==> src/rtl/hpc_pkg.sv <==
package hpc_pkg;
   // Control word field positions (decoded behaviour)
   localparam int unsigned KIND_HI  = 15;
   localparam int unsigned KIND_LO  = 14;
   localparam logic [1:0]  KIND_REG = 2'b10;
   localparam int unsigned LOW_AW   = 14;

   typedef enum logic [1:0] {
      OP_NONE = 2'd0,
      OP_WR   = 2'd1,
      OP_RD   = 2'd2
   } hpc_op_e;

   function automatic logic [5:0] remap_code(input logic [5:0] c,
                                             input logic [5:0] from_c,
                                             input logic [5:0] to_c);
      return (c == from_c) ? to_c : c;
   endfunction
endpackage

==> src/rtl/hpc_cmd_decode.sv <==
module hpc_cmd_decode
   import hpc_pkg::*;
#(
   parameter int unsigned ADDR_W = 16,
   parameter int unsigned CODE_W = 6,
   parameter int unsigned DATA_W = 16
) (
   input  logic [DATA_W-1:0] word_i,
   input  logic [ADDR_W-1:0] addr_i,
   input  logic [CODE_W-1:0] code_i,
   input  logic              pend_i,
   input  logic              mode5_i,
   output logic [ADDR_W-1:0] addr_o,
   output logic [CODE_W-1:0] code_o,
   output logic              pend_o,
   output logic              reg_hit_o,
   output logic              clr_fetch_o
);
   localparam int unsigned UPC_W = CODE_W - 2;
   localparam int unsigned UPA_W = ADDR_W - LOW_AW;

   logic is_reg;
   assign is_reg = (word_i[KIND_HI:KIND_LO] == KIND_REG);

   always_comb begin
      addr_o      = addr_i;
      code_o      = code_i;
      pend_o      = 1'b0;
      reg_hit_o   = 1'b0;
      clr_fetch_o = 1'b0;
      if (pend_i) begin
         // second word of a two-word command
         addr_o[ADDR_W-1:LOW_AW] = word_i[UPA_W-1:0];
         code_o[CODE_W-1:2]      = word_i[4 +: UPC_W];
         clr_fetch_o             = 1'b1;
      end else begin
         addr_o[LOW_AW-1:0] = word_i[LOW_AW-1:0];
         code_o[1:0]        = word_i[KIND_HI:KIND_LO];
         if (!mode5_i)
            code_o[CODE_W-1:2] = '0;
         reg_hit_o   = is_reg;
         pend_o      = !is_reg && mode5_i;
         clr_fetch_o = !is_reg && !mode5_i;
      end
   end
endmodule

==> src/rtl/hpc_byte_join.sv <==
module hpc_byte_join #(
   parameter int unsigned DATA_W  = 16,
   parameter bit          BYTE_EN = 1'b1
) (
   input  logic              clk,
   input  logic              rst,
   input  logic              take_i,
   input  logic [7:0]        byte_i,
   input  logic              clr_i,
   output logic              vld_o,
   output logic [DATA_W-1:0] word_o,
   output logic              pend_o
);
   generate
      if (BYTE_EN) begin : g_join
         logic [7:0] lo_q;
         logic       pend_q;
         always_ff @(posedge clk) begin
            if (rst) begin
               lo_q   <= '0;
               pend_q <= 1'b0;
            end else if (take_i) begin
               if (pend_q) begin
                  pend_q <= 1'b0;
               end else begin
                  lo_q   <= byte_i;
                  pend_q <= 1'b1;
               end
            end else if (clr_i) begin
               pend_q <= 1'b0;
            end
         end
         assign vld_o  = take_i && pend_q;
         assign word_o = {byte_i, lo_q};
         assign pend_o = pend_q;
      end else begin : g_none
         assign vld_o  = 1'b0;
         assign word_o = '0;
         assign pend_o = 1'b0;
      end
   endgenerate
endmodule

==> src/rtl/hpc_addr_step.sv <==
module hpc_addr_step #(
   parameter int unsigned ADDR_W = 16,
   parameter int unsigned INC_W  = 8
) (
   input  logic [ADDR_W-1:0] addr_i,
   input  logic [INC_W-1:0]  inc_i,
   input  logic              mode5_i,
   output logic [ADDR_W-1:0] addr_o
);
   logic [ADDR_W-1:0] step;
   assign step   = ADDR_W'(inc_i) + ADDR_W'(!mode5_i);
   assign addr_o = addr_i + step;
endmodule

==> src/rtl/hpc_host_port.sv <==
module hpc_host_port
   import hpc_pkg::*;
#(
   parameter int unsigned ADDR_W        = 16,
   parameter int unsigned CODE_W        = 6,
   parameter int unsigned DATA_W        = 16,
   parameter int unsigned INC_W         = 8,
   parameter int unsigned SEL_W         = 5,
   parameter int unsigned VAL_W         = 8,
   parameter int unsigned OPEN_W        = 6,
   parameter bit          BYTE_EN       = 1'b1,
   parameter logic [5:0]  CODE_WORD_VRD = 6'h00,
   parameter logic [5:0]  CODE_BYTE_VRD = 6'h0C
) (
   input  logic                     clk,
   input  logic                     rst,
   input  logic                     mode5,
   input  logic [INC_W-1:0]         autoinc,
   input  logic                     ctl_wr,
   input  logic [DATA_W-1:0]        ctl_wdata,
   input  logic                     ctl_rd,
   input  logic [OPEN_W-1:0]        open_bus,
   input  logic [DATA_W-OPEN_W-1:0] status_lo,
   output logic [DATA_W-1:0]        stat_rdata,
   input  logic                     dat_wr,
   input  logic                     dat_rd,
   input  logic                     bctl_wr,
   input  logic [7:0]               bctl_wdata,
   input  logic                     bdat_wr,
   input  logic                     bdat_rd,
   input  logic                     pf_done,
   output logic [ADDR_W-1:0]        acc_addr,
   output logic [CODE_W-1:0]        acc_code,
   output logic                     cmd_pending,
   output logic                     byte_pending,
   output logic                     pf_valid,
   output logic                     reg_we,
   output logic [SEL_W-1:0]         reg_sel,
   output logic [VAL_W-1:0]         reg_val,
   output logic                     dwr_stb,
   output logic                     drd_stb,
   output logic [ADDR_W-1:0]        xfer_addr,
   output logic [CODE_W-1:0]        xfer_code
);
   localparam int unsigned SEL_LSB = VAL_W;

   if (ADDR_W != 16) begin : g_chk_aw
      $error("hpc_host_port: ADDR_W must be 16");
   end
   if (CODE_W != 6) begin : g_chk_cw
      $error("hpc_host_port: CODE_W must be 6");
   end
   if (DATA_W != 16 || SEL_W + VAL_W > LOW_AW) begin : g_chk_dw
      $error("hpc_host_port: bad word field widths");
   end

   // state
   logic [ADDR_W-1:0] addr_q;
   logic [CODE_W-1:0] code_q;
   logic              cpend_q, fetch_q;
   logic              reg_we_q, dwr_q, drd_q;
   logic [SEL_W-1:0]  reg_sel_q;
   logic [VAL_W-1:0]  reg_val_q;
   logic [ADDR_W-1:0] xaddr_q;
   logic [CODE_W-1:0] xcode_q;

   // request priority: control traffic first, then data
   logic busy_ctl, take_cw, take_bw, take_cr, take_dw, take_bdw, take_dr, take_bdr;
   assign busy_ctl = ctl_wr || bctl_wr || ctl_rd;
   assign take_cw  = ctl_wr;
   assign take_bw  = bctl_wr && !ctl_wr && BYTE_EN;
   assign take_cr  = ctl_rd && !ctl_wr && !bctl_wr;
   assign take_dw  = dat_wr && !busy_ctl;
   assign take_bdw = bdat_wr && !busy_ctl && !dat_wr && BYTE_EN;
   assign take_dr  = dat_rd && !busy_ctl && !dat_wr && !bdat_wr;
   assign take_bdr = bdat_rd && !busy_ctl && !dat_wr && !bdat_wr && !dat_rd && BYTE_EN;

   // byte pair assembly
   logic              join_vld, join_pend, join_clr;
   logic [DATA_W-1:0] join_word;
   assign join_clr = take_cr || ((take_bdw || take_bdr) && cpend_q);

   hpc_byte_join #(.DATA_W(DATA_W), .BYTE_EN(BYTE_EN)) u_join (
      .clk(clk), .rst(rst), .take_i(take_bw), .byte_i(bctl_wdata),
      .clr_i(join_clr), .vld_o(join_vld), .word_o(join_word), .pend_o(join_pend)
   );

   // command decode
   logic              cmd_go;
   logic [DATA_W-1:0] cmd_word;
   logic [ADDR_W-1:0] dec_addr;
   logic [CODE_W-1:0] dec_code, dec_code_fix;
   logic              dec_pend, dec_reg, dec_clrf;
   assign cmd_go   = take_cw || join_vld;
   assign cmd_word = take_cw ? ctl_wdata : join_word;

   hpc_cmd_decode #(.ADDR_W(ADDR_W), .CODE_W(CODE_W), .DATA_W(DATA_W)) u_dec (
      .word_i(cmd_word), .addr_i(addr_q), .code_i(code_q), .pend_i(cpend_q),
      .mode5_i(mode5), .addr_o(dec_addr), .code_o(dec_code), .pend_o(dec_pend),
      .reg_hit_o(dec_reg), .clr_fetch_o(dec_clrf)
   );

   assign dec_code_fix = take_cw ? dec_code
                                 : remap_code(dec_code, CODE_WORD_VRD, CODE_BYTE_VRD);

   // address advance
   logic [ADDR_W-1:0] addr_next;
   hpc_addr_step #(.ADDR_W(ADDR_W), .INC_W(INC_W)) u_step (
      .addr_i(addr_q), .inc_i(autoinc), .mode5_i(mode5), .addr_o(addr_next)
   );

   // byte read code rewrite
   logic [CODE_W-1:0] bread_code;
   assign bread_code = remap_code({code_q[CODE_W-1:1], 1'b0}, CODE_WORD_VRD, CODE_BYTE_VRD);

   always_ff @(posedge clk) begin
      if (rst) begin
         addr_q    <= '0;
         code_q    <= '0;
         cpend_q   <= 1'b0;
         fetch_q   <= 1'b0;
         reg_we_q  <= 1'b0;
         reg_sel_q <= '0;
         reg_val_q <= '0;
         dwr_q     <= 1'b0;
         drd_q     <= 1'b0;
         xaddr_q   <= '0;
         xcode_q   <= '0;
      end else begin
         reg_we_q <= 1'b0;
         dwr_q    <= 1'b0;
         drd_q    <= 1'b0;
         if (pf_done)
            fetch_q <= 1'b1;
         if (cmd_go) begin
            addr_q  <= dec_addr;
            code_q  <= dec_code_fix;
            cpend_q <= dec_pend;
            if (dec_clrf)
               fetch_q <= 1'b0;
            if (dec_reg) begin
               reg_we_q  <= 1'b1;
               reg_sel_q <= cmd_word[SEL_LSB +: SEL_W];
               reg_val_q <= cmd_word[VAL_W-1:0];
            end
         end else if (take_cr) begin
            cpend_q <= 1'b0;
         end else if (take_dw || take_bdw) begin
            dwr_q   <= 1'b1;
            xaddr_q <= addr_q;
            xcode_q <= take_bdw ? (code_q | CODE_W'(1)) : code_q;
            addr_q  <= addr_next;
            cpend_q <= 1'b0;
            if (take_bdw && cpend_q)
               fetch_q <= 1'b0;
         end else if (take_dr) begin
            drd_q   <= 1'b1;
            xaddr_q <= addr_q;
            xcode_q <= code_q;
            addr_q  <= addr_next;
            cpend_q <= 1'b0;
            fetch_q <= 1'b0;
         end else if (take_bdr) begin
            drd_q   <= 1'b1;
            xcode_q <= bread_code;
            xaddr_q <= (bread_code == CODE_BYTE_VRD) ? (addr_q ^ ADDR_W'(1)) : addr_q;
            code_q  <= bread_code;
            cpend_q <= 1'b0;
            if (fetch_q) begin
               fetch_q <= 1'b0;
               addr_q  <= addr_next;
            end
         end
      end
   end

   assign stat_rdata   = {open_bus, status_lo};
   assign acc_addr     = addr_q;
   assign acc_code     = code_q;
   assign cmd_pending  = cpend_q;
   assign byte_pending = join_pend;
   assign pf_valid     = fetch_q;
   assign reg_we       = reg_we_q;
   assign reg_sel      = reg_sel_q;
   assign reg_val      = reg_val_q;
   assign dwr_stb      = dwr_q;
   assign drd_stb      = drd_q;
   assign xfer_addr    = xaddr_q;
   assign xfer_code    = xcode_q;
endmodule

==> config.mk <==
export PLATFORM = sky130hd
export DESIGN_NAME = hpc_host_port
export DESIGN_NICKNAME = d
export VERILOG_FILES = /design/src/rtl/hpc_pkg.sv /design/src/rtl/hpc_cmd_decode.sv /design/src/rtl/hpc_byte_join.sv /design/src/rtl/hpc_addr_step.sv /design/src/rtl/hpc_host_port.sv
export SDC_FILE = /design/constraint.sdc
export NUM_CORES = 1
export LEC_CHECK = 0
export ABC_AREA = 1
export CORE_MARGIN = 5
export CORE_UTILIZATION = 45
export DETAILED_ROUTE_END_ITERATION = 10
export PLACE_DENSITY = 0.79
export REMOVE_ABC_BUFFERS = 1
export SLEW_MARGIN = 5
export SYNTH_ARGS = -nofsm -noshare
export SYNTH_HDL_FRONTEND = slang
export SYNTH_SLANG_ARGS = --single-unit
==> constraint.sdc <==
create_clock -name clk -period 3.62 [get_ports clk]
set_input_delay 1.086 -clock clk [delete_from_list [all_inputs] [get_ports clk]]
set_output_delay 1.086 -clock clk [all_outputs]
set_load 0.005 [all_outputs]
==> reports/results.txt <==
fin crit period - 3.27 ns
Slew headroom - 65.9%
flop and latch count out of synthesis - 71
Hold Fails Final Rpt - 0
grt ovf - 0
worst r2r path cells - 12
met3 WL - 797 um
clk_lat worst skew - 0.36 ns
core area - 0.00906 mm^2
vias in the first global route - 4160
net count reported at finish - 747
final slew viol count - 0
cts repair resizes - 0
post-synthesis sequential area ratio - 34.5%
Clk pin slew, worst setup/hold paths - 0.08 ns
hold buffers post-CTS - 0
initial antenna violation count - 0
DRC Markers - 0
crit share post-route - 90.3%
Via density - 5.24
Die Span Y - 106 um
CP Launch Type - input port
Total Wirelength - 12300 um
Iter 0 DRT Violations - 204
Critical Path Sink Type - register
clk buf depth - 2
fmax - 306 MHz
Top Metal Used - met4
RSZ-0062 raised after global routing - no
Leakage - 2.31 nW
M1 wire length - 5280 um
Die X-Extent - 106 um
VDD IR max - 0.000172 V
run status - complete, no violations
Final setup violation count - 0
fill count - 864
worst hold start - xfer_addr[6]$_SDFFE_PP0P_
Area Growth Syn to Fin - 31.1%
Routed WL per cell - 15.5 um
kind of critical path - in -> reg
Data arrival, critical path - 3.56 ns
H-tree depth - 3
Num CTS Buffers - 9
port bufs - 105
FP Rows - 35
largest net degree at the start of global routing - 38
first-pass GRT wire length - 20000 um
worst flop-to-flop path startpoint - acc_addr[0]$_SDFFE_PP0P_
GR Util All Layers - 22.1%
initial core utilization - 45.4%
library cells used by synthesis - 47
crit path from - mode5
IO Pins - 138
Sink Count - 71
Post CTS Setup Buffer Count - 0
Synth warnings - 0
pwr dens - 424 mW/mm^2
min-delay worst type - reg -> reg
Worst Max-Slew Pin Slew - 0.499 ns
routability cong. - 0.887
Worst Hold Margin - 0.466 ns
met2 WL - 6030 um
depth of the worst hold-timing path - 2
die area - 0.0112 mm^2
crit path max fanout - 6
Critical Path RT - 3.92 ns
final antenna-violating net count - 0
max_cap viols - 0
dpl hpwl - 9260 um
CTS tree - built
clk_skew - 0.00997 ns
Pre-antenna DRT Iters - 5
Final TNS setup - 0 ns
layout cells sized above 1 - 10.4%
CTS Root Cell - clkbuf_8
Post-Syn Area - 0.00412 mm^2
DR vias - 4163
synthesized instance count - 591
# diodes - 0
average size of a mapped cell - 6.97 um^2
==> cell usage after synthesis (all sizes together) <==
master / number / area share (%)
nand2: 151 / 15
and2: 3 / 0.46
o21bai: 1 / 0.18
a211oi: 17 / 4.0
a21oi: 35 / 4.9
a21boi: 1 / 0.18
nand3b: 1 / 0.18
o2111ai: 1 / 0.21
nand4: 6 / 0.91
dfxtp: 71 / 35
clkinv: 1 / 0.091
nor3: 4 / 0.49
o21ai: 51 / 6.4
nor2: 80 / 7.9
xor2: 3 / 0.64
nand3: 40 / 6.0
a31oi: 2 / 0.30
buf: 28 / 5.2
mux2i: 5 / 1.2
fa: 2 / 0.97
xnor2: 1 / 0.21
inv: 58 / 5.3
o21a: 3 / 0.55
ha: 7 / 2.1
a2111oi: 1 / 0.21
and3: 1 / 0.18
or2: 7 / 1.1
clkbuf: 10 / 0.91
==> placed cells by master (no fill, tap or decap), drive strengths merged, types with 7 or more instances in the layout <==
cell type	instances
dfxtp	71
clkdlybuf4s50	105
or2	7
nor2	80
nand2	151
buf	10
a211oi	17
a21oi	35
ha	7
inv	58
o21ai	51
nand3	40
clkbuf	9
==> final cells by class <==
| type | instances | area [um^2] | share of cell area, % |
|---|---|---|---|
| clock buffer | 9 | 124 | 2.29 |
| tap | 111 | 139 | 2.57 |
| timing repair buffer | 115 | 1130 | 20.9 |
| multi-input combinational | 423 | 2220 | 41.1 |
| clock inverter | 7 | 145 | 2.69 |
| inverter | 59 | 221 | 4.10 |
| sequential | 71 | 1420 | 26.3 |
==> metrics by stage <==
step / std cells / worst slack, ns / cell area (um^2) / utilization, % / power, mW
after global routing: 795 / 0.178 / 5400 / 59.5 / 2.39
after detailed placement: 779 / 0.0679 / 5130 / 56.6 / 1.44
final: 795 / 0.353 / 5400 / 59.5 / 2.29
after global placement: 779 / 0.191 / 5130 / 56.6 / 1.43
after floorplan: 553 / 0.842 / 3860 / - / 1.18
after CTS: 795 / 0.359 / 5400 / 59.5 / 2.29
==> state kept, by name, summed over array words and instances (netlist names) <==
register            flops
reg_we                  1
drd_stb                 1
dwr_stb                 1
pf_valid                1
reg_sel                 5
acc_addr               16
xfer_addr              16
xfer_code               6
acc_code                6
cmd_pending             1
reg_val                 8
u_join.pend_o           1
u_join.g_join.lo_q      8
==> cells by family after synthesis <==
| family | count (synthesis) | synth area share, % |
|---|---|---|
| buffers and inverters | 97 | 11.5 |
| AND/OR/NAND/NOR | 293 | 31.9 |
| adder cells (fa/ha/maj) | 9 | 3.10 |
| multiplexers | 5 | 1.22 |
| AO/OA/AOI/OAI | 112 | 16.9 |
| flip-flops | 71 | 34.5 |
| XOR/XNOR | 4 | 0.851 |
==> worst max-delay path: stages <==
cell	delay [ns]
clkdlybuf4s50_1	0.54
fa_1	0.51
fa_1	0.37
inv_1	0.07
nand2_1	0.06
nand2_1	0.07
nand3_1	0.07
nand2_1	0.19
nand2_1	0.11
o21ai_0	0.25
nand2_2	0.09
a21oi_2	0.14
==> routing by layer <==
metal  vias up  global-route usage (%)
li1       2076                       -
met1      1922                    26.3
met2       148                    38.9
met3        17                    6.00
met4         0                    6.11
met5         -                       0
==> report_power, final <==
part | internal [mW] | leakage (nW) | switching, mW
Combinational | 0.247 | 1.60 | 0.294
Clock | 0.530 | 0.130 | 0.330
Sequential | 0.835 | 0.582 | 0.0507
==> path summary, 6_finish.rpt <==
kind | end | slack (ns)
worst max-delay path | acc_addr[8]$_SDFFE_PP0P_ | 0.35
worst min-delay path | xfer_addr[6]$_SDFFE_PP0P_ | 0.47
worst max register to register | acc_addr[8]$_SDFFE_PP0P_ | 1.26
worst min register to register | xfer_addr[6]$_SDFFE_PP0P_ | 0.47
Power figures use the tool's default switching activity.
